--- config.mk ---
export PLATFORM = sky130hd
export DESIGN_NAME = usb_hs_tx_ser
export DESIGN_NICKNAME = d
export VERILOG_FILES = /design/src/rtl/usb_tx_pkg.sv /design/src/rtl/usb_tx_stuffer.sv /design/src/rtl/usb_tx_nrzi.sv /design/src/rtl/usb_tx_ctrl.sv /design/src/rtl/usb_hs_tx_ser.sv
export SDC_FILE = /design/constraint.sdc
export NUM_CORES = 1
export LEC_CHECK = 0
export ABC_AREA = 1
export BUFFER_PORTS_ARGS = -buffer_cell sky130_fd_sc_hd__buf_2
export CAP_MARGIN = 20
export CORE_MARGIN = 5
export CORE_UTILIZATION = 54
export CTS_CLUSTER_DIAMETER = 120
export DETAILED_ROUTE_END_ITERATION = 8
export GPL_ROUTABILITY_DRIVEN = 0
export MAX_ROUTING_LAYER = met4
export PLACE_DENSITY = 0.71
export SYNTH_ARGS = -nofsm -noshare
export SYNTH_HDL_FRONTEND = slang
export SYNTH_SLANG_ARGS = --single-unit
--- constraint.sdc ---
create_clock -name clk -period 1.6 [get_ports clk]
set_clock_uncertainty 0.15 [all_clocks]
set_input_delay 0 -clock clk [delete_from_list [all_inputs] [get_ports clk]]
set_output_delay 0 -clock clk [all_outputs]
set_load 0.05 [all_outputs]
--- src/rtl/usb_tx_pkg.sv ---
package usb_tx_pkg;

    localparam logic [1:0] CMD_TX = 2'b01;

    typedef enum logic [2:0] {
        S_IDLE,
        S_SYNC,
        S_FIRST,
        S_DATA,
        S_TAIL
    } tx_state_e;

    typedef enum logic [1:0] {
        SLOT_NONE,
        SLOT_DATA,
        SLOT_STUFF,
        SLOT_RAW
    } slot_e;

endpackage

--- src/rtl/usb_tx_stuffer.sv ---
module usb_tx_stuffer
    import usb_tx_pkg::*;
#(
    parameter int STUFF_RUN = 6
) (
    input  logic  clk,
    input  logic  rst_n,
    input  logic  clr,
    input  slot_e kind,
    input  logic  slot_bit,
    output logic  pend
);
    localparam int RUN_W = $clog2(STUFF_RUN + 1);

    logic [RUN_W-1:0] ones_d, ones_q;

    assign pend = (ones_q == RUN_W'(STUFF_RUN));

    always_comb begin
        ones_d = ones_q;
        if (clr) begin
            ones_d = '0;
        end else begin
            unique case (kind)
                SLOT_DATA:  ones_d = slot_bit ? ones_q + RUN_W'(1) : '0;
                SLOT_STUFF: ones_d = '0;
                SLOT_RAW:   ones_d = '0;
                default:    ones_d = ones_q;
            endcase
        end
    end

    always_ff @(posedge clk or negedge rst_n) begin
        if (!rst_n) ones_q <= '0;
        else        ones_q <= ones_d;
    end

    // the run of ones never exceeds the stuff limit
    a_r5_run_bound: assert property (@(posedge clk) disable iff (!rst_n)
        ones_q <= RUN_W'(STUFF_RUN));

    // a stuff slot restarts the run
    a_r5_stuff_clears: assert property (@(posedge clk) disable iff (!rst_n)
        (kind == SLOT_STUFF) |=> (ones_q == '0));

endmodule

--- src/rtl/usb_tx_nrzi.sv ---
module usb_tx_nrzi
    import usb_tx_pkg::*;
(
    input  logic  clk,
    input  logic  rst_n,
    input  slot_e kind,
    input  logic  slot_bit,
    output logic  line_oe,
    output logic  line_j
);
    typedef struct packed {
        logic oe;
        logic lvl;
    } nrzi_t;

    nrzi_t n_d, n_q;
    logic  en;
    logic  code_bit;

    assign en       = (kind != SLOT_NONE);
    assign code_bit = (kind == SLOT_STUFF) ? 1'b0 : slot_bit;

    always_comb begin
        n_d = n_q;
        if (en) begin
            n_d.oe  = 1'b1;
            n_d.lvl = code_bit ? n_q.lvl : ~n_q.lvl;
        end else begin
            n_d.oe  = 1'b0;
            n_d.lvl = 1'b1;
        end
    end

    always_ff @(posedge clk or negedge rst_n) begin
        if (!rst_n) n_q <= '{oe: 1'b0, lvl: 1'b1};
        else        n_q <= n_d;
    end

    assign line_oe = n_q.oe;
    assign line_j  = n_q.lvl;

    // an undriven line rests at J
    a_r7_idle_j: assert property (@(posedge clk) disable iff (!rst_n)
        !line_oe |-> line_j);

    // a coded zero changes the level
    a_r6_zero_toggles: assert property (@(posedge clk) disable iff (!rst_n)
        (en && !code_bit && line_oe) |=> (line_j != $past(line_j)));

    // a coded one keeps the level
    a_r6_one_holds: assert property (@(posedge clk) disable iff (!rst_n)
        (en && code_bit && line_oe) |=> (line_j == $past(line_j)));

endmodule

--- src/rtl/usb_tx_ctrl.sv ---
module usb_tx_ctrl
    import usb_tx_pkg::*;
#(
    parameter int BYTE_W   = 8,
    parameter int SYNC_LEN = 32,
    parameter int EOP_LEN  = 8
) (
    input  logic              clk,
    input  logic              rst_n,
    input  logic [BYTE_W-1:0] tx_byte,
    input  logic              tx_vld,
    input  logic              tx_last,
    input  logic              pend,
    output logic              tx_nxt,
    output slot_e             kind,
    output logic              slot_bit,
    output logic              clr
);
    localparam int PID_W = BYTE_W / 2;
    localparam int CNT_W = $clog2(BYTE_W + 1);
    localparam int SC_MX = (SYNC_LEN > EOP_LEN) ? SYNC_LEN : EOP_LEN;
    localparam int SC_W  = $clog2(SC_MX);

    typedef struct packed {
        tx_state_e         st;
        logic [BYTE_W-1:0] sh;
        logic [CNT_W-1:0]  cnt;
        logic              last;
        logic              pid;
        logic [SC_W-1:0]   sc;
    } ctrl_t;

    localparam ctrl_t CTRL_RST = '{st: S_IDLE, sh: '0, cnt: '0,
                                   last: 1'b0, pid: 1'b0, sc: '0};

    ctrl_t r_d, r_q;

    logic [PID_W-1:0] cmd_pid;
    logic             cmd_ok;

    assign cmd_pid = tx_byte[PID_W-1:0];
    assign cmd_ok  = (tx_byte[BYTE_W-1 -: 2] == CMD_TX)
                  && (tx_byte[BYTE_W-3:PID_W] == '0);

    always_comb begin
        r_d      = r_q;
        kind     = SLOT_NONE;
        slot_bit = 1'b0;
        tx_nxt   = 1'b0;
        clr      = 1'b0;
        unique case (r_q.st)
            S_IDLE: begin
                tx_nxt = 1'b1;
                if (tx_vld && cmd_ok) begin
                    clr = 1'b1;
                    if (cmd_pid != '0) begin
                        r_d.pid  = 1'b1;
                        r_d.sh   = {~cmd_pid, cmd_pid};
                        r_d.cnt  = CNT_W'(BYTE_W);
                        r_d.last = tx_last;
                        r_d.sc   = '0;
                        r_d.st   = S_SYNC;
                    end else begin
                        r_d.pid = 1'b0;
                        if (!tx_last) r_d.st = S_FIRST;
                    end
                end
            end
            S_SYNC: begin
                if (pend) begin
                    kind = SLOT_STUFF;
                end else begin
                    kind     = SLOT_DATA;
                    slot_bit = (r_q.sc == SC_W'(SYNC_LEN - 1));
                    if (slot_bit) r_d.st = S_DATA;
                    else          r_d.sc = r_q.sc + SC_W'(1);
                end
            end
            S_FIRST: begin
                tx_nxt = 1'b1;
                if (tx_vld) begin
                    r_d.sh   = tx_byte;
                    r_d.cnt  = CNT_W'(BYTE_W);
                    r_d.last = tx_last;
                    r_d.st   = S_DATA;
                end
            end
            S_DATA: begin
                if (pend) begin
                    kind = SLOT_STUFF;
                end else begin
                    kind     = SLOT_DATA;
                    slot_bit = r_q.sh[0];
                    r_d.sh   = r_q.sh >> 1;
                    r_d.cnt  = r_q.cnt - CNT_W'(1);
                    if (r_q.cnt == CNT_W'(1)) begin
                        if (r_q.last) begin
                            r_d.sc = '0;
                            r_d.st = S_TAIL;
                        end else begin
                            tx_nxt = 1'b1;
                            if (tx_vld) begin
                                r_d.sh   = tx_byte;
                                r_d.cnt  = CNT_W'(BYTE_W);
                                r_d.last = tx_last;
                            end else begin
                                r_d.sc = '0;
                                r_d.st = S_TAIL;
                            end
                        end
                    end
                end
            end
            S_TAIL: begin
                if (pend) begin
                    kind = SLOT_STUFF;
                end else if (r_q.pid) begin
                    kind     = SLOT_RAW;
                    slot_bit = (r_q.sc != '0);
                    if (r_q.sc == SC_W'(EOP_LEN - 1)) r_d.st = S_IDLE;
                    else                              r_d.sc = r_q.sc + SC_W'(1);
                end else begin
                    r_d.st = S_IDLE;
                end
            end
            default: r_d.st = S_IDLE;
        endcase
    end

    always_ff @(posedge clk or negedge rst_n) begin
        if (!rst_n) r_q <= CTRL_RST;
        else        r_q <= r_d;
    end

    // no byte is requested while SYNC goes out
    a_r9_sync_no_nxt: assert property (@(posedge clk) disable iff (!rst_n)
        (r_q.st == S_SYNC) |-> !tx_nxt);

    // a byte taken mid-packet refills the whole shifter
    a_r9_take_refills: assert property (@(posedge clk) disable iff (!rst_n)
        (tx_vld && tx_nxt && r_q.st == S_DATA) |=> (r_q.cnt == CNT_W'(BYTE_W)));

    // the EOP counter stays within its length
    a_r7_eop_bound: assert property (@(posedge clk) disable iff (!rst_n)
        (r_q.st == S_TAIL && r_q.pid) |-> (r_q.sc < SC_W'(EOP_LEN)));

    // a pending stuff bit is never replaced by a data bit
    a_r5_stuff_first: assert property (@(posedge clk) disable iff (!rst_n)
        (pend && r_q.st != S_IDLE && r_q.st != S_FIRST) |-> (kind == SLOT_STUFF));

endmodule

--- src/rtl/usb_hs_tx_ser.sv ---
module usb_hs_tx_ser
    import usb_tx_pkg::*;
#(
    parameter int BYTE_W    = 8,
    parameter int SYNC_LEN  = 32,
    parameter int EOP_LEN   = 8,
    parameter int STUFF_RUN = 6
) (
    input  logic              clk,
    input  logic              rst_n,
    input  logic [BYTE_W-1:0] tx_byte,
    input  logic              tx_vld,
    input  logic              tx_last,
    output logic              tx_nxt,
    output logic              line_oe,
    output logic              line_j
);
    slot_e kind;
    logic  slot_bit;
    logic  pend;
    logic  clr;

    usb_tx_ctrl #(
        .BYTE_W  (BYTE_W),
        .SYNC_LEN(SYNC_LEN),
        .EOP_LEN (EOP_LEN)
    ) u_ctrl (
        .clk     (clk),
        .rst_n   (rst_n),
        .tx_byte (tx_byte),
        .tx_vld  (tx_vld),
        .tx_last (tx_last),
        .pend    (pend),
        .tx_nxt  (tx_nxt),
        .kind    (kind),
        .slot_bit(slot_bit),
        .clr     (clr)
    );

    usb_tx_stuffer #(
        .STUFF_RUN(STUFF_RUN)
    ) u_stuff (
        .clk     (clk),
        .rst_n   (rst_n),
        .clr     (clr),
        .kind    (kind),
        .slot_bit(slot_bit),
        .pend    (pend)
    );

    usb_tx_nrzi u_nrzi (
        .clk     (clk),
        .rst_n   (rst_n),
        .kind    (kind),
        .slot_bit(slot_bit),
        .line_oe (line_oe),
        .line_j  (line_j)
    );

endmodule

==> impl_metrics.csv, run 1 <==
group,metric,value,unit
placement,dpl-instance-area,0.00243,mm^2
global_route,grt_pass1_wl,9.06,mm
global_route,grt_pass1_vias,2051,
final_layout,drive_gt1_share,37.4,%
route,drc,0,
synth,synthTopCellsByArea,"dfrtp_1 (31%), nand2_1 (21%), nand3_1 (9.0%)",
clocking,htreeDepth,1,
timing,max_freq,0.582,GHz
placement,hpwl,3.94,mm
synth,netlist.area_leader.share,30.6,%
power_and_ir_drop,p_sw,2180,uW
worst_hold_path,hold_class,"input port to asynchronous set/reset pin",
route,routedWlPerCell,14.1,um
clocking,cts_buffer_depth,2,
final_layout,nets,394,
route,wirelength,5.97,mm
floorplanning,die-area,0.00529,mm^2
route,num_vias,2262,
global_route,grt_use_total,22.1,%
timing,finalSetupViolCount,14,
power_and_ir_drop,pwr-share-comb,67.6,%
final_layout,antenna_cells,0,
floorplanning,row_count,22,
clocking,clkSlewWorstSetupHoldPaths,90,ps
global_route,grt_max_degree,28,
route,routed_via_density,5.36,
synth,syn_inst,309,
synth,synthDistinctLibCells,32,
power_and_ir_drop,vdd_drop_max,0.00121,V
clocking,insertion_delay,280,ps
route,dr.pass1.iters,5,
synth,synthesis.nets,328,
outcome,violations,"setup timing",
floorplanning,start_util,56.8,%
global_route,antenna_found_initial,0,
power_and_ir_drop,power_frac_clock,8.8,%
power_and_ir_drop,power_leakage,0.00160,uW
timing,layout_min_cycle_time,1720,ps
placement,io_buffers,14,
run,max_cap_violations,0,
setup_path,worstPathMaxFanout,3,
timing,period_share,107,%
power_and_ir_drop,p_seq_share,23.5,%
timing,rsz0062_at_grt,"true",
setup_path,crit_required,1620,ps
clocking,cts_buffers,3,
floorplanning,coreArea,0.00374,mm^2
timing,final_max_slew_viol_count,0,
synth,synth.yosys.warnings,0,
outcome,status,"finished with violations",
floorplanning,die_y,72.7,um
setup_path,crit_arrival,1740,ps
synth,synth.avg_cell_area,6.88,um^2
clocking,cts-root-buf,"clkbuf_8",
synth,ys_seq_area_share,31.9,%
setup_path,crit_path_end_kind,"flop",
power_and_ir_drop,p_int,2290,uW
final_layout,postLayoutCoreUtil,78.8,%
synth,ys_seq_elements,27,
power_and_ir_drop,p_sw_share,48.8,%
clocking,cts.sinks,27,
setup_path,crit_path_start_kind,"flop",
final_layout,areaGrowthSynthToFinish,38.9,%
power_and_ir_drop,p_per_area,1510,mW/mm^2
route,drt_iter0_drc,222,
setup_path,crit_type,"flop to flop",
timing,finalHoldViolCount,0,
clocking,cts_tree,"built",
floorplanning,die_w,72.7,um
route,ant_nets,0,
timing,slew-limit-headroom,59.4,%
synth,yosys.area.top_type,"dfrtp_1",
timing,tightest_slew,609,ps
timing,worst_slack,-120,ps
synth,synth_area,0.00212,mm^2
floorplanning,pin_count,15,
global_route,grt_overflow,0,
final_layout,final_area,0.00295,mm^2
-- critical path, stage by stage, from the launching register on --
cell and delay [ps]:
dfrtp_1 410, ha_4 170, nand2_4 50, nor2_4 120, ha_4 150, inv_2 30
nand2_2 60, nand3_2 80, nor2_4 170, nand2_2 90, nand2_1 70, nand2_1 50
-- per-layer routing --
layer	global-route usage [%]	wire length [um]	up-vias
met2	36.0	2970	85
met4	6.35	144	0
met3	3.72	364	21
met5	-	0	-
li1	-	-	1098
met1	28.2	2480	1058
-- final cells by class --
class / count / area, um^2
well taps: 48 / 60.1
inverters: 42 / 174
fillers: 265 / 793
repair buffers: 66 / 547
clock buffers: 4 / 45.0
multi-input cells: 235 / 1450
flip-flops and latches: 27 / 678
-- cell usage after synthesis (all sizes together) --
cell type,count
a21oi,7
a31o,1
a31oi,1
buf,5
dfrtp,26
dfstp,1
ha,7
inv,42
nand2,129
nand3,40
nand4,3
nor2,31
nor3,2
o211ai,1
o21a,1
o21ai,8
o21bai,1
xnor2,1
xor2,2
-- power groups by stage --
| stage | combinational, uW | clock (uW) | sequential (uW) |
|---|---|---|---|
| 6_report | 3020 | 394 | 1050 |
| 5_1_grt | 3260 | 443 | 1070 |
| 4_1_cts | 2380 | 410 | 1010 |
| 3_5_place_dp | 2310 | 0 | 1030 |
| 3_3_place_gp | 2260 | 0 | 1020 |
| 2_1_floorplan | 1580 | 0 | 1100 |
-- path summary, 6_finish.rpt --
kind                            depth (start not counted)                      start  slack (ps)                         end
worst max-delay path                                   11  u_ctrl.r_q[0]$_DFFE_PN0P_        -120  u_ctrl.r_q[21]$_DFFE_PN0P_
worst min-delay path                                    2                      rst_n         110  u_ctrl.r_q[12]$_DFFE_PN0P_
worst max register to register                         11  u_ctrl.r_q[0]$_DFFE_PN0P_        -120  u_ctrl.r_q[21]$_DFFE_PN0P_
worst min register to register                          2  u_nrzi.line_j$_DFFE_PN1P_         340   u_nrzi.line_j$_DFFE_PN1P_
max in group asynchronous                               2                      rst_n         750  u_ctrl.r_q[21]$_DFFE_PN0P_
min in group clk                                        2  u_nrzi.line_j$_DFFE_PN1P_         340   u_nrzi.line_j$_DFFE_PN1P_
-- cells in the final DEF (no fill, tap or decap), types with 5 or more instances in the layout --
| cell | netlist | routed |
|---|---|---|
| inv_2 | 4 | 5 |
| nand2_4 | 4 | 9 |
| dlygate4sd3_1 | 0 | 11 |
| dfrtp_1 | 26 | 25 |
| nand3_1 | 38 | 33 |
| nor2_4 | 4 | 9 |
| buf_4 | 0 | 29 |
| nor2_1 | 20 | 14 |
| nand3_2 | 1 | 6 |
| inv_1 | 37 | 32 |
| buf_2 | 0 | 13 |
| nand2_2 | 8 | 26 |
| nand2_1 | 117 | 94 |
| buf_6 | 5 | 11 |
| nor2_2 | 5 | 6 |
-- registers in the layout, indices dropped and copies added, names as in the netlist --
signal,cells
u_nrzi.line_j,1
u_ctrl.r_q,22
u_stuff.ones_q,3
u_nrzi.line_oe,1
-- per-stage QoR --
step / TNS [ps] / hold WS, ps / total power (uW) / std cells / setup slack, ps
after floorplan: 0 / -446 / 2680 / 309 / 6.82
after global placement: -482 / -107 / 3280 / 396 / -69.9
after detailed placement: -1590 / -99.0 / 3330 / 396 / -157
after CTS: -1450 / 131 / 3810 / 413 / -154
after global routing: -2560 / 192 / 4760 / 422 / -194
final: -1130 / 111 / 4460 / 422 / -120
-- repair_timing --
| item | 4_1_cts | 5_1_grt |
|---|---|---|
| setup buffers | 2 | 9 |
| hold buffers | 11 | 0 |
| pin swaps | 3 | 28 |
| endpoints found under the setup margin | 26 | 26 |
| hold endpoints to repair | 37 | 0 |
| gates resized for setup | 10 | 72 |
-- logic make-up (layout without fill, tap and decap cells) --
kind of cell	after synthesis	in the layout	share of synthesized area, %
DFF	27	27	31.9
AOI/OAI and AO/OA	20	20	6.01
adders and majority gates	7	7	4.12
buffers and inverters	47	112	10.3
xor gates and xnor gates	3	3	1.24
and+or+nand+nor	205	205	46.5
Note: power is estimated with default switching activity, not from simulation.
==> run 2: changes to the inputs <==
CORE_UTILIZATION = 40   (was 54)
PLACE_DENSITY = 0.55   (was 0.71)
SLEW_MARGIN = 20   (was unset)
==> run 2 against run 1 <==
Against the previous run:
- the flow still finishes with violations (setup timing)
- sequential share of layout area decreased by 0.22 points
- worst setup slack better by 38 ps
- worst hold slack gained 6.4 ps
- maximum frequency grew 2.3%
- via count decreased by 7.3%
- first-iteration DRC count is 80% lower
- die area grew 30%
- utilization shrank 21 points
- final area up 0.98%
- combinational power shrank 3%
- global-route usage fell by 5.0 points
- critical path type is now flop to primary output
- highest routed layer unchanged
==> impl_metrics.csv, run 2 (synthesis gave the netlist of run 1 again) <==
group,metric,value,unit
route,routed_via_density,4.67,
clocking,cts_buffer_depth,2,
clocking,clkSlewWorstSetupHoldPaths,100,ps
setup_path,crit_type,"flop to primary output",
setup_path,worstReg2RegEnd,"u_ctrl.r_q[21]$_DFFE_PN0P_",
route,ant_nets,0,
outcome,status,"finished with violations",
floorplanning,coreArea,0.00514,mm^2
timing,finalSetupViolCount,19,
setup_path,crit_start,"u_ctrl.r_q[20]$_DFFE_PN0P_",
global_route,antenna_found_initial,0,
floorplanning,start_util,41.3,%
route,dr.pass1.iters,4,
run,max_cap_violations,0,
setup_path,r2r-start,"u_ctrl.r_q[1]$_DFFE_PN0P_",
setup_path,crit_chain,"buf_6 -> nand2_4 -> nor2_8 -> buf_6 -> inv_4 -> nor2_4 -> a31o_4 -> buf_8",
route,routedWlPerCell,12.5,um
floorplanning,die-area,0.00687,mm^2
setup_path,crit_path_start_kind,"flop",
power_and_ir_drop,vdd_drop_max,0.000742,V
power_and_ir_drop,pwr-share-comb,67.3,%
timing,final_max_slew_viol_count,0,
timing,tightest_slew,637,ps
worst_hold_path,hold_class,"input port to asynchronous set/reset pin",
global_route,grt_overflow,0,
setup_path,worstPathMaxFanout,5,
power_and_ir_drop,p_sw_share,47.4,%
global_route,grt_max_degree,28,
clocking,cts_buffers,3,
timing,layout_min_cycle_time,1680,ps
placement,place_ws,-109,ps
power_and_ir_drop,p_int,2290,uW
power_and_ir_drop,p_sw,2060,uW
power_and_ir_drop,power_leakage,0.00164,uW
global_route,grt_use_total,17.0,%
global_route,grt_pass1_vias,2211,
final_layout,top_register,"u_ctrl.r_q",
setup_path,crit_required,1450,ps
placement,io_buffers,14,
setup_path,critPathSlowestCell,"dfrtp_1",
power_and_ir_drop,power_frac_clock,9.1,%
timing,finalHoldViolCount,0,
power_and_ir_drop,p_seq_share,23.6,%
clocking,cts_tree,"built",
timing,period_share,105,%
setup_path,critPathCapture,"tx_nxt",
floorplanning,die_w,82.9,um
final_layout,reg_top3,"u_ctrl.r_q x22, u_stuff.ones_q x3",
clocking,cts-root-buf,"clkbuf_8",
setup_path,max_stage_delay,370,ps
route,drc,0,
final_layout,areaGrowthSynthToFinish,40.2,%
timing,max_freq,0.595,GHz
route,num_vias,2097,
final_layout,final_common_cell,"nand2_1",
route,drt_iter0_drc,45,
outcome,violations,"setup timing",
clocking,insertion_delay,280,ps
timing,rsz0062_at_grt,"true",
floorplanning,pin_count,15,
timing,slew-limit-headroom,57.5,%
timing,worst_slack,-81.5,ps
setup_path,reg2reg_depth,11,
setup_path,crit_path_end_kind,"primary output",
clocking,cts.sinks,27,
final_layout,largest_reg_flops,22,
final_layout,nets,399,
route,wirelength,5.60,mm
final_layout,drive_gt1_share,35.6,%
final_layout,antenna_cells,0,
setup_path,cpMostUsedCell,"buf_6",
setup_path,crit_arrival,1530,ps
setup_path,r2r_slack,-70,ps
global_route,grt_pass1_wl,9.64,mm
placement,hpwl,4.03,mm
timing,worst_hold_slack,117,ps
floorplanning,row_count,26,
timing,setup-tns-final,-735,ps
power_and_ir_drop,p_per_area,1460,mW/mm^2
final_layout,mostFrequentLayoutCells,"nand2_1 (105), buf_4 (37), inv_1 (33), nand3_1 (32), dfrtp_1 (25)",
clocking,htreeDepth,1,
floorplanning,die_y,82.9,um
==> run 2: changes by cell type in the layout (fill, tap and decap cells not counted), sizes merged <==
cell | before | now
buf | 55 | 60
clkinvlp | 1 | 0
inv | 41 | 42
==> run 2: critical path: cells and delay by family, from the launching register on <==
kind / cells / cell delay [ps]
buffers and inverters: 4 / 410
DFF: 1 / 370
and+or+nand+nor: 3 / 310
AOI/OAI and AO/OA: 1 / 160
==> run 2: through the flow <==
step | area (um^2) | utilization [%] | cells | total power [uW]
global route | 2980 | 58.0 | 449 | 4730
finish | 2980 | 58.0 | 449 | 4350
floorplan | 2130 | - | 309 | 2680
detailed placement | 2480 | 48.3 | 422 | 3380
CTS | 2800 | 54.4 | 442 | 4140
global placement | 2480 | 48.3 | 422 | 3380
==> run 2: per-layer routing <==
metal / vias up / global-route usage, % / routed length [um]
met3: 6 / 3.17 / 126
met4: 0 / 3.86 / 63
met2: 19 / 29.7 / 2870
met1: 970 / 20.4 / 2540
met5: - / - / 0
li1: 1102 / - / -
==> run 2: power by group through the flow <==
stage | registers, uW | logic (uW) | clock network (uW)
6_report | 1030 | 2930 | 397
5_1_grt | 1050 | 3240 | 444
4_1_cts | 1020 | 2680 | 430
3_5_place_dp | 1020 | 2360 | 0
3_3_place_gp | 1020 | 2360 | 0
2_1_floorplan | 1100 | 1580 | 0
==> run 2: worst min-delay path by stage <==
stage	startpoint	endpoint	slack, ps	cells past startpoint
final	rst_n	u_ctrl.r_q[13]$_DFFE_PN0P_	120	2
after global routing	rst_n	u_ctrl.r_q[13]$_DFFE_PN0P_	190	2
after CTS	rst_n	u_ctrl.r_q[20]$_DFFE_PN0P_	140	2
after detailed placement	rst_n	u_ctrl.r_q[14]$_DFFE_PN0P_	-90	1
after global placement	rst_n	u_ctrl.r_q[14]$_DFFE_PN0P_	-90	1
after floorplan	rst_n	u_ctrl.r_q[0]$_DFFE_PN0P_	-450	0
==> run 2: area by class of cell <==
| type | count | area (um^2) |
|---|---|---|
| clock buffer | 4 | 45.0 |
| fill | 515 | 2160 |
| inverter | 42 | 168 |
| multi-input combinational | 235 | 1420 |
| sequential | 27 | 678 |
| tap | 70 | 87.6 |
| timing repair buffer | 71 | 578 |
==> run 2: repair_timing <==
action,4_1_cts,5_1_grt
setup endpoints to repair,25,27
resized for setup,29,39
hold endpoints to repair,37,0
gates cloned,0,0
pin swaps,7,25
hold buffers,11,0
buffers inserted,5,8
